**config.mk**
```make
export PLATFORM = sky130hd
export DESIGN_NAME = gain_pair_mux
export DESIGN_NICKNAME = d
export VERILOG_FILES = /design/src/rtl/gsel_pkg.sv /design/src/rtl/gsel_capture.sv /design/src/rtl/gsel_choose.sv /design/src/rtl/gsel_serialize.sv /design/src/rtl/gain_pair_mux.sv
export SDC_FILE = /design/constraint.sdc
export NUM_CORES = 1
export LEC_CHECK = 0
export ABC_AREA = 1
export BUFFER_PORTS_ARGS = -buffer_cell sky130_fd_sc_hd__buf_2
export CAP_MARGIN = 40
export CORE_UTILIZATION = 35
export DETAILED_ROUTE_END_ITERATION = 16
export HOLD_SLACK_MARGIN = 0.08
export PLACE_DENSITY_LB_ADDON = 0.08
export SYNTH_ARGS = -nofsm -noshare
export SYNTH_HDL_FRONTEND = slang
export SYNTH_SLANG_ARGS = --single-unit
export TNS_END_PERCENT = 30
```
**constraint.sdc**
```tcl
create_clock -name clk_i -period 1.5 [get_ports clk_i]
set_input_delay 0.15 -clock clk_i [delete_from_list [all_inputs] [get_ports clk_i]]
set_output_delay 0.15 -clock clk_i [all_outputs]
set_load 0.02 [all_outputs]
```
**src/rtl/gsel_pkg.sv**
```systemverilog
package gsel_pkg;
    typedef enum logic {
        TAG_HIGH = 1'b0,
        TAG_LOW  = 1'b1
    } gain_tag_e;
endpackage

```
**src/rtl/gsel_capture.sv**
```systemverilog
module gsel_capture #(
    parameter int CODE_W      = 12,
    parameter int SYNC_STAGES = 2
) (
    input  logic              clk_i,
    input  logic              rst_ni,
    input  logic              cap_en_i,
    input  logic [CODE_W-1:0] lo_i,
    input  logic [CODE_W-1:0] md_i,
    input  logic [CODE_W-1:0] hi_i,
    input  logic              force_async_i,
    output logic [CODE_W-1:0] lo_q_o,
    output logic [CODE_W-1:0] md_q_o,
    output logic [CODE_W-1:0] hi_q_o,
    output logic              force_q_o,
    output logic              valid_o
);
    typedef struct packed {
        logic [CODE_W-1:0]      lo;
        logic [CODE_W-1:0]      md;
        logic [CODE_W-1:0]      hi;
        logic                   frc;
        logic                   vld;
        logic [SYNC_STAGES-1:0] sync;
    } cap_state_t;

    cap_state_t st_d, st_q;

    always_comb begin
        st_d = st_q;
        if (SYNC_STAGES > 1) begin
            st_d.sync = {st_q.sync[SYNC_STAGES-2:0], force_async_i};
        end else begin
            st_d.sync[0] = force_async_i;
        end
        if (cap_en_i) begin
            st_d.lo  = lo_i;
            st_d.md  = md_i;
            st_d.hi  = hi_i;
            st_d.frc = st_q.sync[SYNC_STAGES-1];
            st_d.vld = 1'b1;
        end
    end

    always_ff @(posedge clk_i) begin
        if (!rst_ni) st_q <= '0;
        else         st_q <= st_d;
    end

    assign lo_q_o    = st_q.lo;
    assign md_q_o    = st_q.md;
    assign hi_q_o    = st_q.hi;
    assign force_q_o = st_q.frc;
    assign valid_o   = st_q.vld;


    sample_hold_chk: assert property (@(posedge clk_i) disable iff (!rst_ni)
        !cap_en_i |=> ($stable(md_q_o) && $stable(hi_q_o) && $stable(lo_q_o) && $stable(force_q_o)));
endmodule

```
**src/rtl/gsel_choose.sv**
```systemverilog
module gsel_choose
    import gsel_pkg::*;
#(
    parameter int CODE_W     = 12,
    parameter int SAT_THRESH = 4000
) (
    input  logic [CODE_W-1:0] lo_i,
    input  logic [CODE_W-1:0] hi_i,
    input  logic              force_i,
    output logic [CODE_W-1:0] sel_o,
    output gain_tag_e         tag_o
);
    localparam logic [CODE_W-1:0] THR = CODE_W'(SAT_THRESH);

    logic hi_ok;

    always_comb begin
        hi_ok = !force_i && (hi_i < THR);
        sel_o = hi_ok ? hi_i : lo_i;
        tag_o = hi_ok ? TAG_HIGH : TAG_LOW;
    end
endmodule

```
**src/rtl/gsel_serialize.sv**
```systemverilog
module gsel_serialize
    import gsel_pkg::*;
#(
    parameter int CODE_W = 12
) (
    input  logic              clk_i,
    input  logic              rst_ni,
    input  logic              valid_i,
    input  logic [CODE_W-1:0] md_i,
    input  logic [CODE_W-1:0] sel_i,
    input  gain_tag_e         tag_i,
    output logic              cap_en_o,
    output logic [CODE_W-1:0] word_o,
    output logic              frame_o,
    output logic              tag_o
);
    typedef struct packed {
        logic              phase;
        logic              started;
        logic [CODE_W-1:0] word;
        logic              frame;
        logic              tag;
    } ser_state_t;

    ser_state_t st_d, st_q;

    always_comb begin
        st_d       = st_q;
        st_d.phase = ~st_q.phase;
        if (valid_i) begin
            if (st_q.phase) begin
                st_d.word    = md_i;
                st_d.frame   = 1'b1;
                st_d.tag     = 1'b0;
                st_d.started = 1'b1;
            end else begin
                st_d.word  = sel_i;
                st_d.frame = 1'b0;
                st_d.tag   = (tag_i == TAG_LOW);
            end
        end
    end

    always_ff @(posedge clk_i) begin
        if (!rst_ni) st_q <= '0;
        else         st_q <= st_d;
    end

    assign cap_en_o = ~st_q.phase;
    assign word_o   = st_q.word;
    assign frame_o  = st_q.frame;
    assign tag_o    = st_q.tag;


    frame_gap_chk: assert property (@(posedge clk_i) disable iff (!rst_ni)
        frame_o |=> !frame_o);

    frame_cadence_chk: assert property (@(posedge clk_i) disable iff (!rst_ni)
        (st_q.started && !frame_o) |=> frame_o);

    frame_tag_chk: assert property (@(posedge clk_i) disable iff (!rst_ni)
        frame_o |-> !tag_o);

    frame_word_chk: assert property (@(posedge clk_i) disable iff (!rst_ni)
        frame_o |-> (word_o == md_i));

    idle_quiet_chk: assert property (@(posedge clk_i) disable iff (!rst_ni)
        !st_q.started |-> (word_o == '0 && !frame_o && !tag_o));
endmodule

```
**src/rtl/gain_pair_mux.sv**
```systemverilog
module gain_pair_mux
    import gsel_pkg::*;
#(
    parameter int CODE_W      = 12,
    parameter int SAT_THRESH  = 4000,
    parameter int SYNC_STAGES = 2
) (
    input  logic              clk_i,
    input  logic              rst_ni,
    input  logic [CODE_W-1:0] lo_code_i,
    input  logic [CODE_W-1:0] md_code_i,
    input  logic [CODE_W-1:0] hi_code_i,
    input  logic              force_low_i,
    output logic [CODE_W-1:0] word_o,
    output logic              frame_o,
    output logic              gain_tag_o
);
    localparam logic [CODE_W-1:0] THR = CODE_W'(SAT_THRESH);

    logic              cap_en;
    logic [CODE_W-1:0] lo_q, md_q, hi_q, sel;
    logic              frc_q, vld;
    gain_tag_e         sel_tag;

    gsel_capture #(.CODE_W(CODE_W), .SYNC_STAGES(SYNC_STAGES)) i_capture (
        .clk_i(clk_i), .rst_ni(rst_ni), .cap_en_i(cap_en),
        .lo_i(lo_code_i), .md_i(md_code_i), .hi_i(hi_code_i),
        .force_async_i(force_low_i),
        .lo_q_o(lo_q), .md_q_o(md_q), .hi_q_o(hi_q),
        .force_q_o(frc_q), .valid_o(vld)
    );

    gsel_choose #(.CODE_W(CODE_W), .SAT_THRESH(SAT_THRESH)) i_choose (
        .lo_i(lo_q), .hi_i(hi_q), .force_i(frc_q),
        .sel_o(sel), .tag_o(sel_tag)
    );

    gsel_serialize #(.CODE_W(CODE_W)) i_serialize (
        .clk_i(clk_i), .rst_ni(rst_ni), .valid_i(vld),
        .md_i(md_q), .sel_i(sel), .tag_i(sel_tag),
        .cap_en_o(cap_en), .word_o(word_o), .frame_o(frame_o), .tag_o(gain_tag_o)
    );


    high_pick_chk: assert property (@(posedge clk_i) disable iff (!rst_ni)
        (frame_o && !frc_q && hi_q < THR) |=> (!gain_tag_o && word_o == $past(hi_q)));

    sat_pick_chk: assert property (@(posedge clk_i) disable iff (!rst_ni)
        (frame_o && !frc_q && hi_q >= THR) |=> (gain_tag_o && word_o == $past(lo_q)));

    force_pick_chk: assert property (@(posedge clk_i) disable iff (!rst_ni)
        (frame_o && frc_q) |=> (gain_tag_o && word_o == $past(lo_q)));

    second_word_chk: assert property (@(posedge clk_i) disable iff (!rst_ni)
        frame_o |=> !frame_o);
endmodule

```
==> flow_summary_export.csv <==
group,metric,value,unit
yosys,synth_top_family_by_area,"compound AO/OA/AOI/OAI gates",
yosys,synthAdderAreaFrac,0,%
yosys,yosysSeqAreaShare,47.4,%
die,coreArea,6390,µm²
pwr,intPower,2.28,mW
global_route,grt_pass1_vias,1728,
yosys,yosysTopAreaCellShare,47.4,%
placement,dp_hpwl,3470,µm
worst_setup_path,crit_type,"reg -> reg",
timing,finalCriticalPeriod,1.33,ns
cts,insertion_delay,0.31,ns
routing,drc,0,
global_route,track_usage,15.4,%
worst_setup_path,critPathRequiredTime,1.73,ns
pwr,swShare,25.6,%
yosys,ys_warn_count,0,
yosys,synth_top_area_cell,"dfxtp_1",
routing,wire_per_inst,12.0,µm
run_status,status,"completed",
yosys,synth-compound-area-share,19.2,%
cts,cts_root_buf,"clkbuf_8",
cts,cts-htree-levels,2,
cts,cts_tree,"built",
die,rows,29,
cts,cts_buffers,5,
worst_setup_path,crit_arrival,1.56,ns
yosys,yosys.area_share.simple,18.1,%
timing,worst_pin_slew,0.753,ns
placement,gp_congestion,0.707,
routing,avgViaCountPerCell,4.48,
yosys,synth_mux_area_share,0,%
yosys,syn_area,2320,µm²
cts,post_cts_buffers,0,
die,io_pins,53,
worst_hold_path,whs_path_depth,3,
placement,placed_cell_area,2510,µm²
yosys,syn_inst,303,
global_route,grt_antenna_before_repair,0,
die,die_y,83.5,µm
yosys,ys_types,22,
worst_setup_path,r2r_slack,0.17,ns
pwr,powerDensity,1110,nW/µm²
flow_run,drv_cap,0,
yosys,synth_xor_xnor_area_share,0,%
pwr,clkPwrFrac,33.3,%
worst_hold_path,hold_path_end,"i_capture.md_q_o[11]$_SDFFE_PN0N_",
yosys,synthTopCellsByArea,"dfxtp_1 47%, a21oi_1 9.9%, nand2_1 7.8%",
die,die-area,6970,µm²
global_route,grt_overflow,0,
cells_and_area,finish.instance_area,2750,µm²
worst_setup_path,worstSetupStartpoint,"i_capture.force_q_o$_SDFFE_PN0N_",
cells_and_area,syn2layout_area_growth,18.3,%
timing,fin_crit_sh,88.4,%
pwr,p_comb_share,14.0,%
timing,final-setup-viol-count,0,
worst_setup_path,r2r-start,"i_capture.force_q_o$_SDFFE_PN0N_",
worst_setup_path,r2r_end,"i_serialize.word_o[7]$_SDFFE_PN0P_",
routing,vias,1902,
cells_and_area,n_antenna_cell,0,
worst_setup_path,ff2ff_path_depth,5,
timing,max_freq,755,MHz
timing,rsz0062_at_grt,"no",
timing,clock_skew,0.00593,ns
global_route,grt_start_max_net_pins,44,
yosys,ys_seq_elements,55,
die,die_x,83.5,µm
die,start_util,36.4,%
cts,cts.sink_count,55,
timing,max_slew_margin,49.5,%
worst_setup_path,end_kind,"flop",
worst_setup_path,startpoint_type,"flop",
cts,clkTransAtPathRegs,0.10,ns
cells_and_area,final_util,43.0,%
pwr,leakagePower,1.22,nW
routing,ant_nets,0,
pwr,switchingPower,0.782,mW
routing,firstDrtPassIters,4,
routing,wl,5100,µm
routing,drtIter0Drc,63,
yosys,synth_fp_nets,342,
yosys,syn_avg_cell_area,7.67,µm²
global_route,grt_pass1_wl,8420,µm
timing,hold_viol_final,0,
cells_and_area,drive_gt1_share,23.3,%
worst_hold_path,hp-class,"in -> reg",
cells_and_area,fin_nets,386,
worst_setup_path,worstPathMaxFanout,13,
pwr,seqPwrFrac,52.7,%
cts,clk_path_buf_depth,2,
timing,finalSetupTns,0,ns
timing,finalMaxSlewViolations,0,
pwr,ir_drop,0.000559,V
worst_hold_path,hold_start,"md_code_i[11]",
placement,portBuffers,52,
[state kept, by name, indices dropped and copies added, names as in the netlist]
name / cells
i_capture.force_q_o: 1
i_capture.valid_o: 1
i_capture.lo_q_o: 12
i_serialize.st_q: 1
i_serialize.tag_o: 1
i_capture.md_q_o: 12
i_capture.st_q: 1
i_capture.st_d: 1
i_serialize.frame_o: 1
i_capture.hi_q_o: 12
i_serialize.word_o: 12
[synthesized netlist by cell type]
cell / count
nand2_4: 2
dfxtp_1: 55
clkinv_1: 1
o21ai_1: 3
clkbuf_8: 1
a21oi_2: 3
buf_12: 1
inv_1: 37
inv_2: 1
nand2_1: 48
nor2_1: 12
nor2_2: 2
nand2_2: 7
o21ai_0: 35
nor2_4: 2
nand3_1: 19
buf_2: 7
clkbuf_2: 3
a21oi_1: 46
buf_4: 13
clkbuf_1: 4
buf_6: 1
[cell families (layout without fill, tap and decap cells)]
family | after synthesis | after routing
AOI/OAI and AO/OA | 87 | 87
and+or+nand+nor | 92 | 92
buffers and inverters | 69 | 114
DFF | 55 | 55
[final cells by class]
cell class	instances	area (µm²)
Timing Repair Buffer	67	415
Tap cell	77	96.3
Clock buffer	6	82.6
Clock inverter	2	35.0
Inverter	39	146
Fill cell	682	3640
Sequential cell	55	1100
Multi-Input combinational cell	179	868
[repair_timing]
| action | 4_1_cts | 5_1_grt |
|---|---|---|
| hold buffers | 12 | 0 |
| gates resized for setup | 0 | 1 |
| endpoints found under the hold margin | 12 | 0 |
| endpoints found under the setup margin | 0 | 2 |
[through the flow]
step	hold slack [ns]	power (mW)	setup WS (ns)	instances
detailed placement	0.338	2.06	0.120	405
global placement	0.336	2.05	0.154	405
global route	0.0830	3.22	0.0119	425
CTS	0.0808	3.11	0.0985	425
floorplan	0.248	1.96	0.393	303
finish	0.0865	3.06	0.175	425
[power groups by stage]
stage | clock network (mW) | logic [mW] | registers [mW]
after CTS | 1.06 | 0.436 | 1.61
final | 1.02 | 0.428 | 1.61
after floorplan | 0 | 0.330 | 1.63
after detailed placement | 0 | 0.411 | 1.65
after global placement | 0 | 0.407 | 1.65
after global routing | 1.11 | 0.492 | 1.62
[cell usage in the layout, fill, tap and decap left out]
cell type / instances
clkbuf_8: 6
a21oi_2: 3
clkinv_2: 1
buf_4: 2
o21ai_1: 3
clkinv_1: 1
dfxtp_1: 54
nand2_2: 7
bufinv_16: 1
dlygate4sd3_1: 12
nor2_1: 12
dfxtp_4: 1
nand2_4: 2
inv_2: 1
o21ai_0: 35
inv_1: 37
a21oi_1: 46
nor2_2: 2
buf_2: 52
nand2_1: 48
nand3_1: 19
nor2_4: 2
buf_12: 1
[worst max-delay path, stage by stage (launching register included)]
cell and delay, ns:
dfxtp_1 0.34, inv_1 0.33, nand2_4 0.21, nand2_2 0.09
nand3_1 0.13, a21oi_1 0.15
[layer usage]
metal	up-vias	routed length, µm	GRT usage, %
li1	1039	-	-
met1	824	2730	22.0
met2	33	2100	22.6
met3	6	205	4.15
met4	0	63	4.62
met5	-	0	0
[how the worst max path moves through the flow]
| stage | to |
|---|---|
| finish | i_serialize.word_o[7]$_SDFFE_PN0P_ |
| detailed placement | i_capture.md_q_o[0]$_SDFFE_PN0N_ |
| global placement | i_capture.hi_q_o[9]$_SDFFE_PN0N_ |
| CTS | i_capture.md_q_o[0]$_SDFFE_PN0N_ |
| global route | i_serialize.word_o[5]$_SDFFE_PN0P_ |
| floorplan | i_serialize.word_o[8]$_SDFFE_PN0P_ |
Power figures use the tool's default switching activity.
